### src/rtl/mr_upsampler_pkg.sv
package mr_upsampler_pkg;

  localparam int NUM_LANES = 3;
  localparam int LANE_IDX_W = 2;

  typedef logic [LANE_IDX_W-1:0] lane_idx_t;

  localparam lane_idx_t LANE_X4 = 2'd0;
  localparam lane_idx_t LANE_X6 = 2'd1;
  localparam lane_idx_t LANE_X8 = 2'd2;

  // Selector decode: 01 -> factor-6 lane, 10 -> factor-8 lane,
  // 00 and 11 -> factor-4 lane.
  function automatic lane_idx_t sel_to_lane(input logic [1:0] sel);
    lane_idx_t idx;
    case (sel)
      2'b01:   idx = LANE_X6;
      2'b10:   idx = LANE_X8;
      default: idx = LANE_X4;
    endcase
    return idx;
  endfunction

endpackage

### src/rtl/mr_rate_strobe.sv
module mr_rate_strobe #(
  parameter int DIV = 4
) (
  input  logic clk,
  input  logic rst,
  output logic strobe
);

  localparam int CNT_W = (DIV > 1) ? $clog2(DIV) : 1;
  localparam logic [CNT_W-1:0] LAST = CNT_W'(DIV - 1);

  logic [CNT_W-1:0] cnt_q;

  assign strobe = (cnt_q == LAST);

  always_ff @(posedge clk) begin
    if (rst) begin
      cnt_q <= '0;
    end else if (strobe) begin
      cnt_q <= '0;
    end else begin
      cnt_q <= cnt_q + 1'b1;
    end
  end

endmodule

### src/rtl/mr_capture_lane.sv
module mr_capture_lane #(
  parameter int DATA_W = 16
) (
  input  logic              clk,
  input  logic              rst,
  input  logic              take,
  input  logic              bit_in,
  output logic [DATA_W-1:0] word_next
);

  logic [DATA_W-1:0] shreg_q;

  // Value the register holds after this cycle's shift; offered to the
  // output stage so the word leaving on a strobe includes the new bit.
  assign word_next = {shreg_q[DATA_W-2:0], bit_in};

  always_ff @(posedge clk) begin
    if (rst) begin
      shreg_q <= '0;
    end else if (take) begin
      shreg_q <= word_next;
    end
  end

endmodule

### src/rtl/mr_lane_arbiter.sv
module mr_lane_arbiter
  import mr_upsampler_pkg::*;
#(
  parameter int DATA_W = 16
) (
  input  logic                              clk,
  input  logic                              rst,
  input  logic [1:0]                        sel,
  input  logic [NUM_LANES-1:0]              fire,
  input  logic [NUM_LANES-1:0][DATA_W-1:0]  words,
  output logic [DATA_W-1:0]                 data_out,
  output logic                              valid_out
);

  lane_idx_t active_q;
  lane_idx_t req_lane;
  lane_idx_t pick;
  logic      req_fires;
  logic      act_fires;
  logic      emit;

  assign req_lane  = sel_to_lane(sel);
  assign req_fires = fire[req_lane];
  assign act_fires = fire[active_q];

  // The requested lane wins as soon as its own strobe arrives; before
  // that the currently active lane keeps its cadence.
  always_comb begin
    pick = active_q;
    emit = 1'b0;
    if (req_fires) begin
      pick = req_lane;
      emit = 1'b1;
    end else if (act_fires) begin
      pick = active_q;
      emit = 1'b1;
    end
  end

  always_ff @(posedge clk) begin
    if (rst) begin
      active_q  <= LANE_X4;
      data_out  <= '0;
      valid_out <= 1'b0;
    end else begin
      if (req_fires) begin
        active_q <= req_lane;
      end
      valid_out <= emit;
      data_out  <= emit ? words[pick] : '0;
    end
  end

endmodule

### src/rtl/mr_upsampler.sv
module mr_upsampler
  import mr_upsampler_pkg::*;
#(
  parameter int DATA_W   = 16,
  parameter int FACTOR_A = 4,
  parameter int FACTOR_B = 6,
  parameter int FACTOR_C = 8
) (
  input  logic              clk,
  input  logic              rst,
  input  logic              ser_in,
  input  logic [1:0]        rate_sel,
  output logic [DATA_W-1:0] up_data,
  output logic              up_valid
);

  localparam int FACTORS [NUM_LANES] = '{FACTOR_A, FACTOR_B, FACTOR_C};

  logic [NUM_LANES-1:0]             lane_fire;
  logic [NUM_LANES-1:0][DATA_W-1:0] lane_word;

  for (genvar g = 0; g < NUM_LANES; g++) begin : g_lane
    mr_rate_strobe #(
      .DIV (FACTORS[g])
    ) u_strobe (
      .clk    (clk),
      .rst    (rst),
      .strobe (lane_fire[g])
    );

    mr_capture_lane #(
      .DATA_W (DATA_W)
    ) u_capture (
      .clk       (clk),
      .rst       (rst),
      .take      (lane_fire[g]),
      .bit_in    (ser_in),
      .word_next (lane_word[g])
    );
  end

  mr_lane_arbiter #(
    .DATA_W (DATA_W)
  ) u_arbiter (
    .clk       (clk),
    .rst       (rst),
    .sel       (rate_sel),
    .fire      (lane_fire),
    .words     (lane_word),
    .data_out  (up_data),
    .valid_out (up_valid)
  );

endmodule

### config.mk
export PLATFORM = sky130hd
export DESIGN_NAME = mr_upsampler
export DESIGN_NICKNAME = d
export VERILOG_FILES = /design/src/rtl/mr_upsampler_pkg.sv /design/src/rtl/mr_rate_strobe.sv /design/src/rtl/mr_capture_lane.sv /design/src/rtl/mr_lane_arbiter.sv /design/src/rtl/mr_upsampler.sv
export SDC_FILE = /design/constraint.sdc
export NUM_CORES = 1
export LEC_CHECK = 0
export BUFFER_PORTS_ARGS = -buffer_cell sky130_fd_sc_hd__buf_2
export CELL_PAD_IN_SITES_DETAIL_PLACEMENT = 1
export CELL_PAD_IN_SITES_GLOBAL_PLACEMENT = 2
export CORE_ASPECT_RATIO = 1.4
export CORE_UTILIZATION = 38
export DETAILED_ROUTE_END_ITERATION = 8
export GPL_TIMING_DRIVEN = 0
export PLACE_DENSITY = 0.79
export SETUP_SLACK_MARGIN = 0.15
export SYNTH_ARGS = -nofsm -noshare
export SYNTH_HDL_FRONTEND = slang
export SYNTH_SLANG_ARGS = --single-unit
### constraint.sdc
create_clock -name clk -period 2.5 [get_ports clk]
set_clock_uncertainty 0.05 [all_clocks]
set_input_delay 0.5 -clock clk [delete_from_list [all_inputs] [get_ports clk]]
set_output_delay 0.5 -clock clk [all_outputs]
set_load 0.005 [all_outputs]
# Yosys cells after proc, flatten, opt, wreduce, memory -nomap -nowiden
# Cells that the tools add are included.
[totals]
register_bits = 72
in_bits = 5
wordCells = 35
[op_classes]
eq_ne = 5
bitwise_logic = 1
n_reduce_logical = 4
n_lt_le_gt_ge = 3
mux = 10
addsub = 3
[ops]
columns = ["op", "count"]
rows = [
  ["binary-select mux 16 bit (select 2 bit)", 1],
  ["two-way mux 16 bit", 1],
  ["< comparator 2 x 3 -> 1 bit, second input constant", 3],
  ["OR reduction 2 bit", 4],
  ["adder 3 x 1 -> 3 bit, second input constant", 2],
  ["== test 3 bit, second input constant", 2],
  ["binary-select mux 1 bit (select 2 bit)", 2],
  ["== test 2 bit, second input constant", 2],
  ["two-way mux 1 bit", 4],
  ["case mux 2 bit (2 select lines)", 1],
  ["adder 2 x 1 -> 2 bit, second input constant", 1],
  ["== test 2 x 1 -> 1 bit, second input constant", 1],
  ["two-way mux 2 bit", 1],
  ["inverter 1 bit", 1],
]

# Depth between registers and ports, before layout
# Gate-level depths: netlist of run 1.
[depth]
depth_word = 7
depth_mapped = 8
depth_no_buf = 6

# Hierarchy
# A second synthesis of run 1 with hierarchy kept.
[hier_totals]
cells_unflattened = 254
area_unflattened_um2 = 2946.6
[by_module_without_submodules]
columns = ["mod", "cells_per_inst", "area_each_um2", "seq_area_each_um2", "n_inst"]
rows = [
  ["mr_capture_lane", 49, 549.3, 300.3, 3],
  ["mr_lane_arbiter", 81, 984.7, 380.4, 1],
  ["mr_rate_strobe at g_lane[1].u_strobe", 13, 133.9, 60.1, 1],
  ["mr_rate_strobe at g_lane[2].u_strobe", 8, 105.1, 60.1, 1],
  ["mr_rate_strobe at g_lane[0].u_strobe", 5, 75.1, 40.0, 1],
]

# Worst setup path before layout of run 1
# No wires, ideal clock.
[synth_timing]
kind = "register -> register"
from = "reg g_lane[2].u_strobe.cnt_q[0]"
to = "reg u_arbiter.data_out[14]"
path_stages_with_launch = 9
synth_period_minus_slack_ns = 1.806
n_path_buf = 2
arrival_time_ns = 1.621
slack_ns = 0.694
cell_sequence = "dfxtp_1 -> ha_1 -> ha_1 -> buf_6 -> mux2i_1 -> o221ai_1 -> o21bai_2 -> buf_6 -> a311oi_2"
[synth_between]
elab_chain_cells = 7
word_cells_on_any_way = 12
[synth_lines]
columns = ["element", "line_no", "source"]
rows = [
  ["start: declaration", "mr_rate_strobe.sv:12", "logic [CNT_W-1:0] cnt_q;"],
  ["start signal: assignment", "mr_rate_strobe.sv:22", "cnt_q <= cnt_q + 1'b1;"],
  ["== test 3 bit *", "mr_rate_strobe.sv:14", "assign strobe = (cnt_q == LAST);"],
  ["parallel branches: the longest is 6 deep, another holds binary-select mux 16 bit (select 2 bit)", "--", ""],
  ["end signal: assignment", "mr_lane_arbiter.sv:50", "data_out <= emit ? words[pick] : '0;"],
  ["end: declaration", "mr_lane_arbiter.sv:11", "output logic [DATA_W-1:0] data_out,"],
]
# Every way passes the cells marked *. The select of a mux whose other input is x is not followed.
# A chain may end at the register's enable or synchronous reset.

# Worst setup path after layout of run 1
[layout_timing]
from = "reg g_lane[2].u_strobe.cnt_q[0]"
to = "reg u_arbiter.data_out[15]"
# The elaborated chain is that of the path after synthesis.

==> key figures, run 1 <==
Status
  – Status: finished clean

Critical path
  – FF-to-FF End: u_arbiter.data_out[15]
  – Crit path kind: reg2reg
  – Critical Path Start Type: flop
  – CP peak stage delay: just over 400 ps
  – Critical-path cell list: ha_1, ha_1, and3b_4, clkbuf_1, o21ai_1, a311oi_1
  – Crit path buf inv count: 1
  – R2R depth: 6
  – CP max FO: 10
  – Worst setup EP type: flop
  – Critical-path top delay cell: a311oi_1
  – Critical Path AT: 2330 ps
  – Worst path top cell family by delay: compound AO/OA/AOI/OAI gates
  – RR Startpoint: g_lane[2].u_strobe.cnt_q[0]
  – Worst EP required: between 2000 and 3000 ps
  – R2R Setup Slk: around 330 ps
  – Top cell by count, worst path: ha_1

Detailed routing
  – Drt first pass iters: 4
  – Vias post-DR: approximately 2,600
  – Detailed Route Iter0 Violations: between 80 and 90
  – Drt wl/cell: 16.8 µm
  – Via-per-instance ratio: 5.33
  – Total wire length: between 8 and 9 mm
  – DRC: 0
  – Antenna viol nets, final: 0

Yosys
  – Synth top area share: 42.2%
  – Flops & latches, synth: 72
  – Post-synthesis cell type count: 35
  – Post-Syn Area: 3410 µm²
  – Mapped Nets: 365
  – Synth area leader: dfxtp_1
  – Yosys warns: 0
  – Syn Inst Count: 355
  – Sequential element share of the synthesized area: roughly 42%
  – Syn avg cell area: approximately 9.6 µm²
  – Top post-synthesis cells by area: dfxtp_1 (42%), mux2i_1 (9.1%), nor3b_1 (4.0%), nand2_1 (3.5%), nor2_1 (3.5%)

GRT
  – Largest net degree at the start of global routing: 14
  – Met1 Usage GRT: between 20% and 30%
  – First-pass GRT wire length: 13.8 mm
  – GR Util met2: between 30 and 40%
  – Met3 Usage GRT: approximately 5.3%
  – GRT Max-Usage Layer: met2
  – GR Overflow Total: 0
  – Initial antenna violation count: 0
  – Vias in the first global route: 2,703
  – All-Layer GR Usage: between 10% and 20%

Clocking
  – Longest Clk Path Bufs: 2
  – Clk_lat worst skew: 340 ps
  – Resized cells post-CTS: 0
  – TritonCTS clock tree: yes
  – Clock-pin transition on the worst setup and hold timing paths: around 60 ps
  – Cts hold-fix bufs: 0
  – Inserted Clock Buffers: 9
  – Post-CTS Setup Bufs: 0
  – H-Tree Level Count: 3
  – CTS Sinks: 72
  – CTS root buf: clkbuf_16

Layout
  – Number of diodes: 0
  – Area growth from synthesis to layout: 14.6%
  – Area of the multi-input gates: about 1800 µm²
  – Share of cells above drive strength 1: between 15 and 20%
  – Core Util, Final: approximately 45%
  – Layout fillers: a little over 1,000
  – Register area: around 1400 µm²
  – Nets@finish: between 300 and 400
  – Final cell count without fillers: around 500

Floorplan
  – Core area: about 8700 µm²
  – Die Width: 82.1 µm
  – Rows: 40
  – Initial Util: between 30% and 40%
  – Die area: ~9400 µm²
  – Boundary pin count: 22
  – Die height: roughly 110 µm

Min path
  – HP Class: in2reg
  – WHS Path Cells: 3
  – Hold Startpoint: ser_in
  – Worst Hold End: u_arbiter.data_out[0]

Placed design
  – RePlAce Congestion: ~0.78
  – Placed Instances: between 400 and 500
  – IO Port Bufs: 19
  – Dpl hpwl: 6.38 mm

Timing
  – Max_slew headroom: between 60 and 70%
  – RSZ-0062 raised after global routing: no
  – Final setup violation count: 0
  – Final Hold Viols: 0
  – Final min period: around 2200 ps
  – FMAX: 462 MHz
  – Worst-margin pin slew: a little under 600 ps
  – Fin crit share: 86.7%
  – WHS: roughly 380 ps
  – Final Max Slew Viols: 0
  – Setup TNS: 0 ps

Power and ir drop
  – Peak supply drop: roughly 0.00044 V
  – Leak pwr: 1.34 nW
  – Total power draw: 0.00247 W
  – Power Density: roughly 630 nW/µm²

Run
  – Maxcap violations: 0
## cell usage after synthesis
library cell / instances
buf_1: 4
nand2b_1: 2
o211ai_4: 2
ha_1: 5
mux2i_1: 31
nand3_1: 15
buf_2: 8
a211oi_4: 1
nor3b_1: 18
a311oi_1: 8
a21oi_1: 19
o221ai_1: 1
o21ai_1: 11
a221oi_1: 8
nor3_1: 5
nand4b_4: 1
xor2_4: 1
and4b_1: 1
a221oi_2: 7
o21bai_2: 1
nand3b_4: 1
buf_6: 7
nor2_1: 32
clkbuf_1: 9
and2_1: 16
a311oi_2: 7
clkbuf_2: 1
and3b_4: 1
xnor2_2: 1
dfxtp_1: 72
nand2_1: 32
inv_1: 5
o211a_4: 1
o21ai_0: 19
buf_4: 2
## registers in the layout, indices dropped and copies added (netlist names)
| signal | count |
|---|---|
| g_lane.u_capture.shreg_q | 45 |
| u_arbiter.data_out | 16 |
| u_arbiter.valid_out | 1 |
| u_arbiter.active_q | 2 |
| g_lane.u_strobe.cnt_q | 8 |
## layer usage
metal / share of wire, % / wire, µm
met5: 0 / 0
met4: 2.2 / 180
met3: 2.7 / 222
met2: 48 / 4020
met1: 47 / 3880
## cells in the final DEF, fill, tap and decap left out, types with 9 or more instances in the layout
cell type	netlist	routed
buf_2	8	27
and2_1	16	16
nor3b_1	18	18
o21ai_0	19	19
nand2_1	32	32
dfxtp_1	72	72
mux2i_1	31	31
nor2_1	32	32
clkbuf_16	0	9
a21oi_1	19	19
clkbuf_1	9	9
nand3_1	15	15
o21ai_1	11	11
## stage by stage
step                instance area, µm²  setup slack (ps)
floorplan                         3410               694
global placement                  3640               394
detailed placement                3640               369
CTS                               3910               328
global route                      3910               203
finish                            3910               333
## power breakdown
group / internal (W) / total (W) / switching, W / leakage [nW]
combinational: 0.0000448 / 0.000122 / 0.0000772 / 0.624
sequential: 0.00116 / 0.00117 / 0.00000811 / 0.582
clock: 0.000670 / 0.00118 / 0.000507 / 0.132
## area by class of cell
type	count	share of cell area (%)
Sequential cell	72	36.8
Clock inverter	7	1.21
Tap cell	105	3.36
Clock buffer	9	5.75
Inverter	5	0.480
Buffer	31	4.80
Multi-Input combinational cell	247	45.1
Timing Repair Buffer	19	2.43
## kinds of logic after synthesis
logic type      synth area share (%)
simple gates                    19.2
xor+xnor                        1.28
compound gates                  20.4
fa+ha+maj                       1.83
buf+inv                         6.05
mux                             9.09
flops                           42.2
## worst min-delay path: stages
cell and delay (ps):
buf_2 130, inv_1 50, nor2_1 30
## how the worst max path moves through the flow
stage	startpoint	end	slack [ps]	depth (start not counted)
detailed placement	g_lane[2].u_strobe.cnt_q[0]	u_arbiter.data_out[15]	370	6
global route	g_lane[2].u_strobe.cnt_q[0]	u_arbiter.data_out[15]	200	6
finish	g_lane[2].u_strobe.cnt_q[0]	u_arbiter.data_out[15]	330	6
CTS	g_lane[2].u_strobe.cnt_q[0]	u_arbiter.data_out[15]	330	6
floorplan	g_lane[2].u_strobe.cnt_q[0]	u_arbiter.data_out[14]	690	8
global placement	g_lane[2].u_strobe.cnt_q[0]	u_arbiter.data_out[8]	390	8
No activity file was read; power rests on OpenSTA's default activity.
==> run 2, diff against run 1 <==
--- a/config.mk
+++ b/config.mk
@@ -9,9 +9,11 @@
 export CELL_PAD_IN_SITES_DETAIL_PLACEMENT = 1
 export CELL_PAD_IN_SITES_GLOBAL_PLACEMENT = 2
 export CORE_ASPECT_RATIO = 1.4
+export CORE_MARGIN = 4
 export CORE_UTILIZATION = 38
 export DETAILED_ROUTE_END_ITERATION = 8
 export GPL_TIMING_DRIVEN = 0
+export MAX_ROUTING_LAYER = met4
 export PLACE_DENSITY = 0.79
 export SETUP_SLACK_MARGIN = 0.15
 export SYNTH_ARGS = -nofsm -noshare
==> key figures, run 2 (same netlist as run 1, synthesis figures left out) <==
Status
  – Status: finished clean

Timing
  – Final Hold Viols: 0
  – RSZ-0062 raised after global routing: no
  – Final min period: roughly 2200 ps
  – FMAX: approximately 450 MHz
  – Setup TNS: 0 ps
  – Max_slew headroom: a little under three fifths
  – Worst-margin pin slew: about 670 ps
  – WHS: approximately 380 ps
  – Final setup violation count: 0
  – Final Max Slew Viols: 0
  – Fin crit share: between 80% and 90%

Clocking
  – Post-CTS Setup Bufs: 0
  – Inserted Clock Buffers: 9
  – CTS Sinks: a little over 70
  – Cts hold-fix bufs: 0
  – Longest Clk Path Bufs: 2
  – TritonCTS clock tree: yes
  – Clock-pin transition on the worst setup and hold timing paths: ~60 ps
  – Resized cells post-CTS: 0
  – Clk_lat worst skew: between 300 and 400 ps
  – H-Tree Level Count: 3
  – CTS root buf: clkbuf_16

Critical path
  – CP max FO: 10
  – RR Startpoint: g_lane[2].u_strobe.cnt_q[0]
  – CP peak stage delay: roughly 400 ps
  – Critical Path Start Type: flop
  – Critical-path cell list: ha_1, ha_1, buf_6, mux2i_1, o221ai_1, o21bai_2, buf_6, a311oi_1
  – Worst setup EP type: flop
  – R2R depth: 8
  – Critical-path top delay cell: o21bai_2
  – FF-to-FF End: u_arbiter.data_out[8]
  – Critical Path AT: around 2400 ps
  – Worst EP required: about 2700 ps
  – R2R Setup Slk: ~300 ps
  – Crit path kind: reg2reg

Floorplan
  – Die Width: ~88 µm
  – Initial Util: a little under 40%
  – Core area: slightly below 9000 µm²
  – Rows: 40
  – Boundary pin count: 22
  – Die height: approximately 120 µm
  – Die area: 10,600 µm²

Min path
  – WHS Path Cells: 1
  – HP Class: reg2reg
  – Worst Hold End: g_lane[0].u_strobe.cnt_q[0]
  – Hold Startpoint: g_lane[0].u_strobe.cnt_q[0]

Detailed routing
  – Drt first pass iters: 4
  – DRC: 0
  – Detailed Route Iter0 Violations: roughly 120
  – Met1 wire length: 3.96 mm
  – Via-per-instance ratio: 5.35
  – Total wire length: ~8.6 mm
  – Highest routed layer: met4
  – Met3 wire len: 168 µm
  – Drt wl/cell: between 15 and 20 µm
  – Vias post-DR: roughly 2,600
  – Met2 WL: 4.35 mm
  – Antenna viol nets, final: 0

Placed design
  – RePlAce Congestion: a little under 0.8
  – Dpl hpwl: around 6.5 mm
  – Placed Instances: ~480
  – IO Port Bufs: 19

Layout
  – Register area: between 1000 and 1500 µm²
  – Layout fillers: roughly 1,000
  – Max FFs per register: 45
  – Number of diodes: 0
  – Biggest register: g_lane.u_capture.shreg_q
  – Largest registers: g_lane.u_capture.shreg_q x45, u_arbiter.data_out x16, g_lane.u_strobe.cnt_q x8
  – Commonest non-fill, non-tap cell in the layout: dfxtp_1
  – Most frequent cells in the layout: dfxtp_1 (72), nor2_1 (32), nand2_1 (32), mux2i_1 (31), buf_2 (27)
  – Final cell count without fillers: 495
  – Share of cells above drive strength 1: about a fifth
  – Nets@finish: 395
  – Area growth from synthesis to layout: 15.3%
  – Area of the multi-input gates: 1770 µm²

GRT
  – Vias in the first global route: between 2,000 and 3,000
  – Initial antenna violation count: 0
  – Largest net degree at the start of global routing: 14
  – All-Layer GR Usage: 18.4%
  – GR Overflow Total: 0
  – First-pass GRT wire length: 14.5 mm

Power and ir drop
  – Sw Ratio: a little under a quarter
  – Power Internal: a little under 0.002 W
  – Part of the power in registers: 45.4%
  – Leak pwr: 1.36 nW
  – Peak supply drop: about 0.00042 V
  – Power Density: around 650 nW/µm²
  – Psw: between 0.0005 and 0.0006 W
  – Clock network power share: 49.8%
  – Part of the power in combinational logic: under 10%

Run
  – Maxcap violations: 0
## run 2: cell count changes in the layout (fill, tap and decap cells not counted)
cell | previous run | this run
clkinvlp_4 | 2 | 0
bufinv_16 | 0 | 1
clkinv_4 | 1 | 2
## run 2: metrics by stage
stage	total power (W)	util (%)	area, µm²	setup WS [ps]
after floorplan	0.00129	-	3410	694
after global placement	0.00132	42.1	3640	286
after detailed placement	0.00132	42.1	3640	277
after CTS	0.00262	45.5	3940	261
after global routing	0.00269	45.5	3940	217
final	0.00258	45.5	3940	300
## run 2: metal layers
layer  vias up  GRT usage [%]
li1       1334              -
met1      1282           22.8
met2        20           29.7
met3        10           3.91
met4         0           5.67
met5         -              -
## run 2: area by class of cell
cell class              count  share of cell area [%]
multi-input cells         247                    44.9
flip-flops and latches     72                    36.6
clock buffers               9                    5.72
plain buffers              31                    4.77
well taps                 105                    3.34
repair buffers             19                    2.41
clock inverters             7                    1.81
inverters                   5                   0.477
## run 2: worst max-delay path by stage
stage	startpoint	slack (ps)	endpoint
4_1_cts	g_lane[2].u_strobe.cnt_q[0]	260	u_arbiter.data_out[8]
5_1_grt	g_lane[2].u_strobe.cnt_q[0]	220	u_arbiter.data_out[8]
3_3_place_gp	g_lane[2].u_strobe.cnt_q[0]	290	u_arbiter.data_out[8]
3_5_place_dp	g_lane[2].u_strobe.cnt_q[0]	280	u_arbiter.data_out[8]
6_report	g_lane[2].u_strobe.cnt_q[0]	300	u_arbiter.data_out[8]
2_1_floorplan	g_lane[2].u_strobe.cnt_q[0]	690	u_arbiter.data_out[14]
## run 2: worst max-delay path: cells and delay by family, from the launching register on
family	cells	cell delay (ps)
DFF	1	310
adders and majority gates	2	450
muxes	1	160
buffers and inverters	2	430
AOI/OAI and AO/OA	3	670
## run 2: power by group through the flow
stage / clock, W / combinational, W / sequential (W)
floorplan: 0 / 0.0000948 / 0.00119
global route: 0.00138 / 0.000139 / 0.00117
detailed placement: 0 / 0.000127 / 0.00120
global placement: 0 / 0.000123 / 0.00120
finish: 0.00128 / 0.000125 / 0.00117
CTS: 0.00132 / 0.000128 / 0.00117
==> run 3, diff against run 2 <==
--- a/config.mk
+++ b/config.mk
@@ -14,7 +14,7 @@
 export DETAILED_ROUTE_END_ITERATION = 8
 export GPL_TIMING_DRIVEN = 0
 export MAX_ROUTING_LAYER = met4
-export PLACE_DENSITY = 0.79
+export PLACE_DENSITY = 0.76
 export SETUP_SLACK_MARGIN = 0.15
 export SYNTH_ARGS = -nofsm -noshare
 export SYNTH_HDL_FRONTEND = slang
==> key figures, run 3 (same netlist as run 1, synthesis figures left out) <==
Status
  – Status: finished clean

Layout
  – Area growth from synthesis to layout: 16.4%
  – Commonest non-fill, non-tap cell in the layout: dfxtp_1
  – Largest registers: g_lane.u_capture.shreg_q x45, u_arbiter.data_out x16, g_lane.u_strobe.cnt_q x8
  – Number of diodes: 0
  – Final cell count without fillers: around 500
  – Max FFs per register: 45
  – Layout fillers: a little under 1,000
  – Most frequent cells in the layout: dfxtp_1 (72), nor2_1 (32), nand2_1 (32), mux2i_1 (31), buf_2 (27)
  – Nets@finish: approximately 400
  – Biggest register: g_lane.u_capture.shreg_q
  – Share of cells above drive strength 1: between 20% and 30%

GRT
  – GR Overflow Total: 0
  – Vias in the first global route: 2,856
  – All-Layer GR Usage: between 10% and 20%
  – Largest net degree at the start of global routing: 13
  – First-pass GRT wire length: 14.6 mm
  – Initial antenna violation count: 0

Placed design
  – IO Port Bufs: 19
  – RePlAce Congestion: 0.782
  – Placed Instances: between 400 and 500
  – Dpl hpwl: ~6.5 mm

Critical path
  – Critical Path AT: roughly 2300 ps
  – Critical Path Source: g_lane[2].u_strobe.cnt_q[0]
  – RR Startpoint: g_lane[2].u_strobe.cnt_q[0]
  – Worst setup EP type: flop
  – Crit path kind: reg2reg
  – CP max FO: 10
  – Worst EP required: 2680 ps
  – Top cell by count, worst path: buf_6
  – CP peak stage delay: 330 ps
  – Worst path top cell family by delay: compound AO/OA/AOI/OAI gates
  – Crit path buf inv count: 2
  – Critical-path top delay cell: dfxtp_1
  – Critical-path cell list: ha_1, ha_2, buf_6, mux2i_1, o221ai_1, o21bai_2, buf_6, a311oi_1
  – Critical Path Start Type: flop

Clocking
  – Longest Clk Path Bufs: 2
  – Clk_lat worst skew: roughly 340 ps
  – TritonCTS clock tree: yes
  – Inserted Clock Buffers: 9
  – H-Tree Level Count: 3
  – CTS Sinks: 72
  – CTS root buf: clkbuf_16
  – Cts hold-fix bufs: 0
  – Clock-pin transition on the worst setup and hold timing paths: 60 ps

Power and ir drop
  – Psw: around 0.00057 W
  – Sw Ratio: between 20% and 30%
  – Peak supply drop: between 0.0004 and 0.0005 V
  – Power Internal: 0.00213 W
  – Part of the power in registers: a little over two fifths
  – Power Density: approximately 680 nW/µm²
  – Clock network power share: a little over half
  – Part of the power in combinational logic: 4.6%
  – Leak pwr: 1.37 nW

Timing
  – Final Hold Viols: 0
  – Final setup violation count: 0
  – Final min period: 2120 ps
  – Worst-margin pin slew: around 600 ps
  – Final Max Slew Viols: 0
  – FMAX: about 470 MHz
  – RSZ-0062 raised after global routing: no
  – Max_slew headroom: roughly three fifths
  – Setup TNS: 0 ps
  – Fin crit share: a little over four fifths

Floorplan
  – Boundary pin count: 22
  – Die Width: 88.1 µm
  – Initial Util: between 30% and 40%
  – Die area: 10,600 µm²
  – Rows: 40
  – Die height: 120 µm
  – Core area: roughly 8700 µm²

Detailed routing
  – Met1 wire length: a little under 4 mm
  – Met2 WL: 4.21 mm
  – Total wire length: about 8.5 mm
  – DRC: 0
  – Highest routed layer: met4
  – Vias post-DR: between 2,000 and 3,000
  – Antenna viol nets, final: 0
  – Drt wl/cell: ~17 µm
  – Detailed Route Iter0 Violations: roughly 110
  – Drt first pass iters: 4
  – Met3 wire len: between 150 and 200 µm
  – Via-per-instance ratio: around 5.3

Min path
  – Hold Startpoint: g_lane[0].u_strobe.cnt_q[0]
  – HP Class: reg2reg

Run
  – Maxcap violations: 0
-- run 3: area by class of cell --
cell class,count,area (µm²),area share [%]
inverter,5,18.8,0.472
sequential,72,1440,36.3
tap,105,131,3.31
clock buffer,11,253,6.36
timing repair buffer,19,95.1,2.39
multi-input combinational,247,1770,44.5
buffer,31,188,4.72
clock inverter,5,78.8,1.98
-- run 3: worst register-to-register path, delay by kind of cell (launching register included) --
family,cells,cell delay (ps)
fa+ha+maj,2,400
mux,1,100
buf+inv,2,380
compound gates,3,750
flops,1,330
-- run 3: what timing repair did --
action / 4_1_cts / 5_1_grt
resized for setup: 0 / 1
endpoints found under the setup margin: 0 / 1
buffers inserted: 0 / 0
-- run 3: power by group through the flow --
stage | sequential, W | combinational [W] | clock (W)
detailed placement | 0.00120 | 0.000126 | 0
finish | 0.00117 | 0.000124 | 0.00141
floorplan | 0.00119 | 0.0000948 | 0
global route | 0.00117 | 0.000138 | 0.00151
CTS | 0.00117 | 0.000127 | 0.00145
global placement | 0.00120 | 0.000124 | 0
-- run 3: path summary, 6_finish.rpt --
kind,to,slack [ps],cells past startpoint
max,u_arbiter.data_out[8],380,8
min,g_lane[0].u_strobe.cnt_q[0],380,1
max reg2reg,u_arbiter.data_out[8],380,8
min reg2reg,g_lane[0].u_strobe.cnt_q[0],380,1
-- run 3: metrics by stage --
| step | power [W] | setup slack [ps] | hold WS [ps] | util, % | cell area (µm²) |
|---|---|---|---|---|---|
| after floorplan | 0.00129 | 694 | 354 | - | 3410 |
| after global placement | 0.00132 | 269 | 365 | 42.1 | 3640 |
| after detailed placement | 0.00132 | 267 | 374 | 42.1 | 3640 |
| after CTS | 0.00275 | 247 | 372 | 45.9 | 3970 |
| after global routing | 0.00282 | 193 | 399 | 45.9 | 3980 |
| final | 0.00271 | 375 | 377 | 45.9 | 3980 |
-- run 3: layer usage --
layer	up-vias	global-route usage (%)
li1	1330	-
met1	1250	23.0
met2	20	29.8
met3	12	2.47
met4	0	8.22
met5	-	-
